<file path="src/rtl/qseq_pkg.sv">
package qseq_pkg;

    localparam int CTX_W      = 256;
    localparam int BLK_SHIFT  = 9;
    localparam int RX_CTX_SH  = 5;
    localparam int TX_CTX_SH  = 7;

    typedef enum logic [1:0] {
        Q_IDLE  = 2'd0,
        Q_FETCH = 2'd1,
        Q_ON    = 2'd2,
        Q_FAULT = 2'd3
    } qstate_e;

    typedef struct packed {
        logic [12:0] head;
        logic [63:0] ring_base;
        logic [12:0] ring_len;
        logic [15:0] buf_data;
        logic [15:0] buf_hdr;
        logic [1:0]  desc_type;
        logic        desc32;
        logic        crc_strip;
        logic [20:0] max_frame;
        logic        hwb;
        logic [63:0] hwb_addr;
        logic        ok;
    } ring_cfg_t;

endpackage

</file>
<file path="src/rtl/qseq_ctx_decode.sv">
module qseq_ctx_decode
    import qseq_pkg::*;
(
    input  logic             is_rx,
    input  logic [CTX_W-1:0] ctx,
    output ring_cfg_t        cfg
);

    logic unused_ctx;
    assign unused_ctx = ^{ctx[31:13], ctx[159:118], ctx[191:188]};

    always_comb begin
        cfg = '0;
        cfg.head      = ctx[12:0];
        cfg.ring_base = {ctx[88:32], 7'b0};
        if (is_rx) begin
            cfg.ring_len  = ctx[101:89];
            cfg.buf_data  = {2'b0, ctx[108:102], 7'b0};
            cfg.buf_hdr   = {5'b0, ctx[113:109], 6'b0};
            cfg.desc_type = ctx[115:114];
            cfg.desc32    = ctx[116];
            cfg.crc_strip = ctx[117];
            cfg.max_frame = {ctx[187:174], 7'b0};
            cfg.ok        = ctx[116] && (ctx[115:114] == 2'b00);
        end else begin
            cfg.ring_len  = ctx[173:161];
            cfg.hwb       = ctx[160];
            cfg.hwb_addr  = ctx[255:192];
            cfg.ok        = ctx[160];
        end
    end

endmodule

</file>
<file path="src/rtl/qseq_pick.sv">
module qseq_pick #(
    parameter  int N  = 8,
    localparam int SW = (N > 1) ? $clog2(N) : 1
) (
    input  logic [N-1:0]  want,
    output logic          found,
    output logic [SW-1:0] slot
);

    always_comb begin
        found = 1'b0;
        slot  = '0;
        for (int i = N - 1; i >= 0; i--) begin
            if (want[i]) begin
                found = 1'b1;
                slot  = SW'(i);
            end
        end
    end

endmodule

</file>
<file path="src/rtl/qena_seq.sv">
module qena_seq
    import qseq_pkg::*;
#(
    parameter  int NQ     = 4,
    parameter  int AW     = 64,
    parameter  int BASE_W = 13,
    localparam int QIW    = (NQ > 1) ? $clog2(NQ) : 1
) (
    input  logic              clk,
    input  logic              rst_n,
    input  logic [NQ-1:0]     rx_req,
    input  logic [NQ-1:0]     tx_req,
    output logic [NQ-1:0]     rx_stat,
    output logic [NQ-1:0]     tx_stat,
    output logic [NQ-1:0]     rx_err,
    output logic [NQ-1:0]     tx_err,
    input  logic [BASE_W-1:0] rx_base_blk,
    input  logic [BASE_W-1:0] tx_base_blk,
    input  logic              tail_wr_valid,
    input  logic              tail_wr_is_rx,
    input  logic [QIW-1:0]    tail_wr_idx,
    output logic              tail_note_valid,
    output logic              tail_note_is_rx,
    output logic [QIW-1:0]    tail_note_idx,
    output logic              rd_req_valid,
    input  logic              rd_req_ready,
    output logic [AW-1:0]     rd_req_addr,
    output logic [7:0]        rd_req_len,
    input  logic              rd_rsp_valid,
    input  logic [CTX_W-1:0]  rd_rsp_data,
    output logic              cfg_valid,
    output logic              cfg_is_rx,
    output logic [QIW-1:0]    cfg_idx,
    output logic [12:0]       cfg_head,
    output logic [63:0]       cfg_ring_base,
    output logic [12:0]       cfg_ring_len,
    output logic [15:0]       cfg_buf_data,
    output logic [15:0]       cfg_buf_hdr,
    output logic [1:0]        cfg_desc_type,
    output logic              cfg_desc32,
    output logic              cfg_crc_strip,
    output logic [20:0]       cfg_max_frame,
    output logic [63:0]       cfg_hwb_addr
);

    localparam int NS = 2 * NQ;
    localparam int SW = (NS > 1) ? $clog2(NS) : 1;

    typedef struct packed {
        qstate_e [NQ-1:0] rx_st;
        qstate_e [NQ-1:0] tx_st;
        logic             busy;
        logic             sent;
        logic             cur_rx;
        logic [QIW-1:0]   cur_idx;
        logic [AW-1:0]    addr;
        logic [7:0]       len;
        logic             note_v;
        logic             note_rx;
        logic [QIW-1:0]   note_idx;
        logic             cfg_v;
        logic             cfg_rx;
        logic [QIW-1:0]   cfg_idx;
        ring_cfg_t        cfg;
    } seq_state_t;

    seq_state_t st_d, st_q;

    logic [NS-1:0] want;
    logic          found;
    logic [SW-1:0] slot;
    ring_cfg_t     dec;

    generate
        for (genvar i = 0; i < NQ; i++) begin : g_want
            assign want[2*i]   = rx_req[i] && (st_q.rx_st[i] == Q_IDLE);
            assign want[2*i+1] = tx_req[i] && (st_q.tx_st[i] == Q_IDLE);
            assign rx_stat[i]  = (st_q.rx_st[i] == Q_ON);
            assign tx_stat[i]  = (st_q.tx_st[i] == Q_ON);
            assign rx_err[i]   = (st_q.rx_st[i] == Q_FAULT);
            assign tx_err[i]   = (st_q.tx_st[i] == Q_FAULT);
        end
    endgenerate

    qseq_pick #(.N(NS)) i_pick (
        .want  (want),
        .found (found),
        .slot  (slot)
    );

    qseq_ctx_decode i_decode (
        .is_rx (st_q.cur_rx),
        .ctx   (rd_rsp_data),
        .cfg   (dec)
    );

    always_comb begin
        logic live;
        logic [QIW-1:0] nidx;
        st_d        = st_q;
        st_d.note_v = 1'b0;
        st_d.cfg_v  = 1'b0;
        live        = 1'b0;
        nidx        = '0;

        // request released: any non-idle ring returns to idle
        for (int i = 0; i < NQ; i++) begin
            if (!rx_req[i] && st_q.rx_st[i] != Q_IDLE) st_d.rx_st[i] = Q_IDLE;
            if (!tx_req[i] && st_q.tx_st[i] != Q_IDLE) st_d.tx_st[i] = Q_IDLE;
        end

        if (st_q.busy && !st_q.sent && rd_req_ready) st_d.sent = 1'b1;

        if (st_q.busy && st_q.sent && rd_rsp_valid) begin
            st_d.busy = 1'b0;
            st_d.sent = 1'b0;
            if (st_q.cur_rx) begin
                live = (st_q.rx_st[st_q.cur_idx] == Q_FETCH) && rx_req[st_q.cur_idx];
                if (live) st_d.rx_st[st_q.cur_idx] = dec.ok ? Q_ON : Q_FAULT;
            end else begin
                live = (st_q.tx_st[st_q.cur_idx] == Q_FETCH) && tx_req[st_q.cur_idx];
                if (live) st_d.tx_st[st_q.cur_idx] = dec.ok ? Q_ON : Q_FAULT;
            end
            st_d.cfg_v   = live && dec.ok;
            st_d.cfg_rx  = st_q.cur_rx;
            st_d.cfg_idx = st_q.cur_idx;
            st_d.cfg     = dec;
        end

        if (!st_q.busy && found) begin
            nidx         = QIW'(slot >> 1);
            st_d.busy    = 1'b1;
            st_d.sent    = 1'b0;
            st_d.cur_rx  = !slot[0];
            st_d.cur_idx = nidx;
            if (!slot[0]) begin
                st_d.rx_st[nidx] = Q_FETCH;
                st_d.addr = (AW'(rx_base_blk) << BLK_SHIFT) + (AW'(nidx) << RX_CTX_SH);
                st_d.len  = 8'd32;
            end else begin
                st_d.tx_st[nidx] = Q_FETCH;
                st_d.addr = (AW'(tx_base_blk) << BLK_SHIFT) + (AW'(nidx) << TX_CTX_SH);
                st_d.len  = 8'd128;
            end
        end

        if (tail_wr_valid) begin
            st_d.note_v   = tail_wr_is_rx ? (st_q.rx_st[tail_wr_idx] == Q_ON)
                                          : (st_q.tx_st[tail_wr_idx] == Q_ON);
            st_d.note_rx  = tail_wr_is_rx;
            st_d.note_idx = tail_wr_idx;
        end
    end

    always_ff @(posedge clk or negedge rst_n) begin
        if (!rst_n) begin
            st_q <= '0;
        end else begin
            st_q <= st_d;
        end
    end

    assign rd_req_valid    = st_q.busy && !st_q.sent;
    assign rd_req_addr     = st_q.addr;
    assign rd_req_len      = st_q.len;
    assign tail_note_valid = st_q.note_v;
    assign tail_note_is_rx = st_q.note_rx;
    assign tail_note_idx   = st_q.note_idx;
    assign cfg_valid       = st_q.cfg_v;
    assign cfg_is_rx       = st_q.cfg_rx;
    assign cfg_idx         = st_q.cfg_idx;
    assign cfg_head        = st_q.cfg.head;
    assign cfg_ring_base   = st_q.cfg.ring_base;
    assign cfg_ring_len    = st_q.cfg.ring_len;
    assign cfg_buf_data    = st_q.cfg.buf_data;
    assign cfg_buf_hdr     = st_q.cfg.buf_hdr;
    assign cfg_desc_type   = st_q.cfg.desc_type;
    assign cfg_desc32      = st_q.cfg.desc32;
    assign cfg_crc_strip   = st_q.cfg.crc_strip;
    assign cfg_max_frame   = st_q.cfg.max_frame;
    assign cfg_hwb_addr    = st_q.cfg.hwb_addr;

    logic unused_cfg;
    assign unused_cfg = st_q.cfg.hwb ^ st_q.cfg.ok;

    // ---------------- assertions ----------------
    logic [NS-1:0] fetching;
    logic          tail_target_on;
    assign tail_target_on = tail_wr_is_rx ? rx_stat[tail_wr_idx] : tx_stat[tail_wr_idx];

    generate
        for (genvar i = 0; i < NQ; i++) begin : g_chk
            assign fetching[2*i]   = (st_q.rx_st[i] == Q_FETCH);
            assign fetching[2*i+1] = (st_q.tx_st[i] == Q_FETCH);


            rx_on_after_rsp_chk: assert property (@(posedge clk) disable iff (!rst_n)
                $rose(rx_stat[i]) |-> $past(rd_rsp_valid) && $past(rx_req[i]));

            tx_on_after_rsp_chk: assert property (@(posedge clk) disable iff (!rst_n)
                $rose(tx_stat[i]) |-> $past(rd_rsp_valid) && $past(tx_req[i]));

            rx_err_after_rsp_chk: assert property (@(posedge clk) disable iff (!rst_n)
                $rose(rx_err[i]) |-> $past(rd_rsp_valid));

            rx_drop_chk: assert property (@(posedge clk) disable iff (!rst_n)
                rx_stat[i] && !rx_req[i] |=> !rx_stat[i]);

            tx_drop_chk: assert property (@(posedge clk) disable iff (!rst_n)
                tx_stat[i] && !tx_req[i] |=> !tx_stat[i]);
        end
    endgenerate


    req_hold_chk: assert property (@(posedge clk) disable iff (!rst_n)
        rd_req_valid && !rd_req_ready |=> rd_req_valid && $stable(rd_req_addr) && $stable(rd_req_len));

    one_fetch_chk: assert property (@(posedge clk) disable iff (!rst_n)
        $countones(fetching) <= 1);

    tail_gate_chk: assert property (@(posedge clk) disable iff (!rst_n)
        tail_wr_valid && !tail_target_on |=> !tail_note_valid);

    cfg_pulse_chk: assert property (@(posedge clk) disable iff (!rst_n)
        cfg_valid |-> $past(rd_rsp_valid));

endmodule

</file>
<file path="config.mk">
export PLATFORM = sky130hd
export DESIGN_NAME = qena_seq
export DESIGN_NICKNAME = d
export VERILOG_FILES = /design/src/rtl/qseq_pkg.sv /design/src/rtl/qseq_ctx_decode.sv /design/src/rtl/qseq_pick.sv /design/src/rtl/qena_seq.sv
export SDC_FILE = /design/constraint.sdc
export NUM_CORES = 1
export LEC_CHECK = 0
export ABC_AREA = 1
export BUFFER_PORTS_ARGS = -buffer_cell sky130_fd_sc_hd__buf_2
export CORE_AREA = 2 2 234 236
export DETAILED_ROUTE_END_ITERATION = 10
export DIE_AREA = 0 0 236 238
export PLACE_DENSITY_LB_ADDON = 0.2
export SLEW_MARGIN = 10
export SYNTH_ARGS = -nofsm -noshare
export SYNTH_HDL_FRONTEND = slang
export SYNTH_HIERARCHICAL = 1
export SYNTH_SLANG_ARGS = --single-unit
</file>
<file path="constraint.sdc">
create_clock -name clk -period 2.44 [get_ports clk]
set_clock_uncertainty 0.05 [all_clocks]
set_input_delay 0 -clock clk [delete_from_list [all_inputs] [get_ports clk]]
set_output_delay 0 -clock clk [all_outputs]
set_load 0.005 [all_outputs]
</file>
* Yosys cells after proc, flatten, opt, wreduce, memory -nomap -nowiden *
Index checks and enable logic that the tools add are counted.

storage, ports and cells
  register bits = 307
  input port bits = 298
  word-level logic and storage cells = 183

cells by class
  add/sub/neg operators = 2
  order comparisons = 5
  equality and inequality tests = 20
  muxes and demuxes = 62
  bitwise operators = 5
  reduce and logical (&&, ||, !) cells = 57

operators by type and width
  kind                number
  $mux 217            1
  $mux 93             1
  $mux 65             1
  $mux 55             1
  $mux 8              6
  $eq 2x2->1 const B  18
  $mux 31             1
  $mux 2              14
  $logic_and 1x1->1   27
  $mux 3              8
  $add 22x7->23       1
  $add 22x9->23       1
  $logic_not 2->1     9
  $mux 18             1
  $reduce_bool 2->1   9
  $bmux 2 s2          4
  $bwmux 8            2
  $mux 1              16
  $mux 13             1
  $logic_not 1->1     11
  $lt 2x3->1 const B  3
  $and 4x4->4         2
  $demux 2 s2         2
  $or 4x4->4          2
  other kinds (6)     9

* Logic depth before layout (Yosys ltp) *
  depth in word-level cells = 18
  gate-level depth with buffers = 17

* Cells and area by module *
Netlist, hierarchy kept.

by module, submodules not included
  module           times used  cells an instance  area each (µm²)  sequential area each (µm²)
  qena_seq         1           1530               12533.3          6456.2
  qseq_ctx_decode  1           351                1757.9           0.0
  qseq_pick        1           22                 98.8             0.0

* Least setup slack after synthesis *
OpenSTA, ideal clock, no wires.

  kind = reg-to-reg
  start = register st_q[303] (netlist name)
  end = register st_q, in the netlist rd_req_addr[10]
  data arrival time = 1750 ps
  required time = 2321 ps
  slack = 571 ps
  cell stages (with the launch flop) = 15
  buffers on the path = 1
  path through = dfrtp_1 > inv_1 > nand2_1 > nor2_1 > inv_1 > nand2_1 > nand2_1 > nand2_1 > nand2_1 > a21oi_1 > inv_1 > nor2_1 > buf_2 > nand2_1 > nand3_1

on the way
  elaborated cells on any way between the ends = 18
  classes of those cells = add/sub (2); mux (13); reduce/logical (3)

RTL lines
  element                 line             RTL
  start, declared         qena_seq.sv:67   seq_state_t st_d, st_q;
  start signal, assigned  qena_seq.sv:159  st_q <= st_d;
  $logic_not 2->1         qena_seq.sv:77   assign want[2*i+1] = tx_req[i] && (st_q.tx_st[i] == Q_IDLE);
  $logic_and 1x1->1       qena_seq.sv:77
  net want[5]             qena_seq.sv:69   logic [NS-1:0] want;
  $mux 3 (6 in series)    qseq_pick.sv:14  if (want[i]) begin
  net slot[0]             qena_seq.sv:71   logic [SW-1:0] slot;
  $mux 31                 qena_seq.sv:136  if (!slot[0]) begin

The timed path passes the listed nets, and every way through them passes these cells.
A chain may end at the register's enable or synchronous reset.

==> metrics <==
status=finished clean; power per cell area=1024 nW/um^2; Hold Path Class=input pin to register; antenna violations before repair=2; CTS Buffer Depth=3; clock sinks=258; port bufs=487; maximum vdd drop=0.5095 mV; fillcell total=5759; minimum clock period=2.330 ns; Cells after Synth=1902; first-pass GRT wire length=66460 um; vias in the first global route=12280; post-route ant nets=0; Critical Path AT=2.73 ns; synthesis warning total=6; # rows=85; RSZ-0062 raised after global routing=no; I/O pin count=606; clk slew on worst S/H paths=0.06 ns; vias per cell=3.952; fin nets=2611; DRC viols=0; met2 usage=25.49%; drt first pass iters=5; Sequential Area=6461 um^2; Final period util=95.49%; Area Overhead vs Synth=28.01%; syn_area_per_cell=7.564 um^2; final hold vios=0; vias after detailed routing=11980; Lkg Pwr=10.83 nW; hold_sp=rd_rsp_valid; DRT Wirelength=42250 um; Final Wtd Congestion=0.8310; WL/cell=13.94 um; reg2reg start=st_q[306]; Tot GR Track Use=14.77%; Worst Setup End Kind=register; Iteration-0 DRC Markers=548; area of the multi-input gates=4428 um^2; crit path kind=register to register; pre-CTS setup slack=0.3307 ns; share of cells above drive strength 1=24.77%; Crit path required time=2.84 ns; Mapped Area=14390 um^2; Initial Util=26.89%; worst slew pin tran=0.8958 ns; most used routing layer=met2; Core Region=53500 um^2; largest net degree at the start of global routing=114; largest fanout on the critical path=5; CTS buffer count=34; post-route core utilization=34.43%; GRT overflow=0; CTS tree=built; grt met1 use=18.19%; die area=56170 um^2; CP startpoint kind=register; slew margin rel.=40.28%; Setup Viol. Count Final=0; worst setup margin=0.1100 ns; CTS HTree Levels=2; worst-skew pair later-pin latency=0.53 ns; beginning of the critical path=st_q[306]; CTS Root Cell=clkbuf_16; met3 Use GR=3.332%; die height=238 um; DPL Wire Length=29250 um; die width=236 um; FMAX=429.2 MHz; setup TNS=0 ns; max cap viols=0; fin. max-slew vios=0
[final timing paths]
check	endpoint	slack, ns	cells after the start
worst min register to register	cfg_ring_base[59]	0.42	2
min in group asynchronous	cfg_hwb_addr[44]	0.09	3
worst max register to register	tail_note_valid	0.11	9
worst max-delay path	tail_note_valid	0.11	9
max in group asynchronous	cfg_ring_base[43]	1.79	3
worst min-delay path	cfg_valid	0.04	5
[layout by cell type (no fill, tap or decap), types with 3 or more instances in the layout]
cell / n
a21oi_1: 15
buf_12: 5
buf_2: 486
buf_4: 18
clkbuf_1: 13
clkbuf_16: 37
clkbuf_8: 3
conb_1: 87
dfrtp_1: 256
dlygate4sd3_1: 233
inv_1: 145
inv_2: 4
nand2_1: 838
nand2_2: 5
nand3_1: 32
nand4_1: 9
nor2_1: 105
nor2_2: 4
nor3_1: 4
o21ai_0: 11
o21bai_1: 3
[routing by layer]
layer	vias up	wire, um
met2	356	20730
met3	52	2400
li1	5988	-
met1	5584	18110
met4	0	1006
met5	-	0
[cell type report]
| class | instances | share of cell area, % |
|---|---|---|
| sequential | 258 | 35.08 |
| multi-input combinational | 1124 | 24.04 |
| tap | 696 | 4.729 |
| antenna | 2 | 0.02718 |
| inverter | 151 | 3.118 |
| clock inverter | 3 | 0.1019 |
| timing repair buffer | 744 | 27.38 |
| clock buffer | 53 | 5.517 |
[through the flow]
| step | hold slack, ns | instance area (um^2) | power (mW) | instances |
|---|---|---|---|---|
| 6_report | 0.03540 | 18420 | 18.85 | 3031 |
| 4_1_cts | 0.02144 | 18400 | 19.26 | 3028 |
| 3_3_place_gp | -0.07020 | 15010 | 13.84 | 2738 |
| 2_1_floorplan | -0.3456 | 14710 | 12.95 | 1987 |
| 3_5_place_dp | -0.07378 | 15010 | 13.92 | 2738 |
| 5_1_grt | 0.05360 | 18420 | 20.36 | 3031 |
[repair_timing]
action / 4_1_cts / 5_1_grt
hold buffers: 234 / 0
endpoints found under the hold margin: 470 / 0
buffers inserted: 0 / 1
resized for setup: 0 / 3
endpoints found under the setup margin: 0 / 1
[worst max-delay path: stages, from the launching register on]
cell and delay [ns]:
dfrtp_2 0.45, nor2_2 0.15, nor2_1 0.06, nor2_1 0.09, o21ai_0 0.09, o21ai_1 0.10, nand3_1 0.09, dlygate4sd3_1 0.58
nand2_1 0.06, dlygate4sd3_1 0.54
[report_power, final]
part	internal, mW	switching, mW
clock network	2.85	1.89
logic	2.93	4.06
registers	6.11	1.02
[state kept, by name (all words and copies together) (netlist names), 2 cells and up]
name,count
cfg_ring_len,13
cfg_idx,2
rd_req_len,2
cfg_buf_hdr,16
cfg_hwb_addr,64
cfg_buf_data,16
cfg_desc_type,2
st_q,20
tail_note_idx,2
cfg_head,13
cfg_ring_base,64
rd_req_addr,17
cfg_max_frame,21
(Power assumes the default switching activity.)
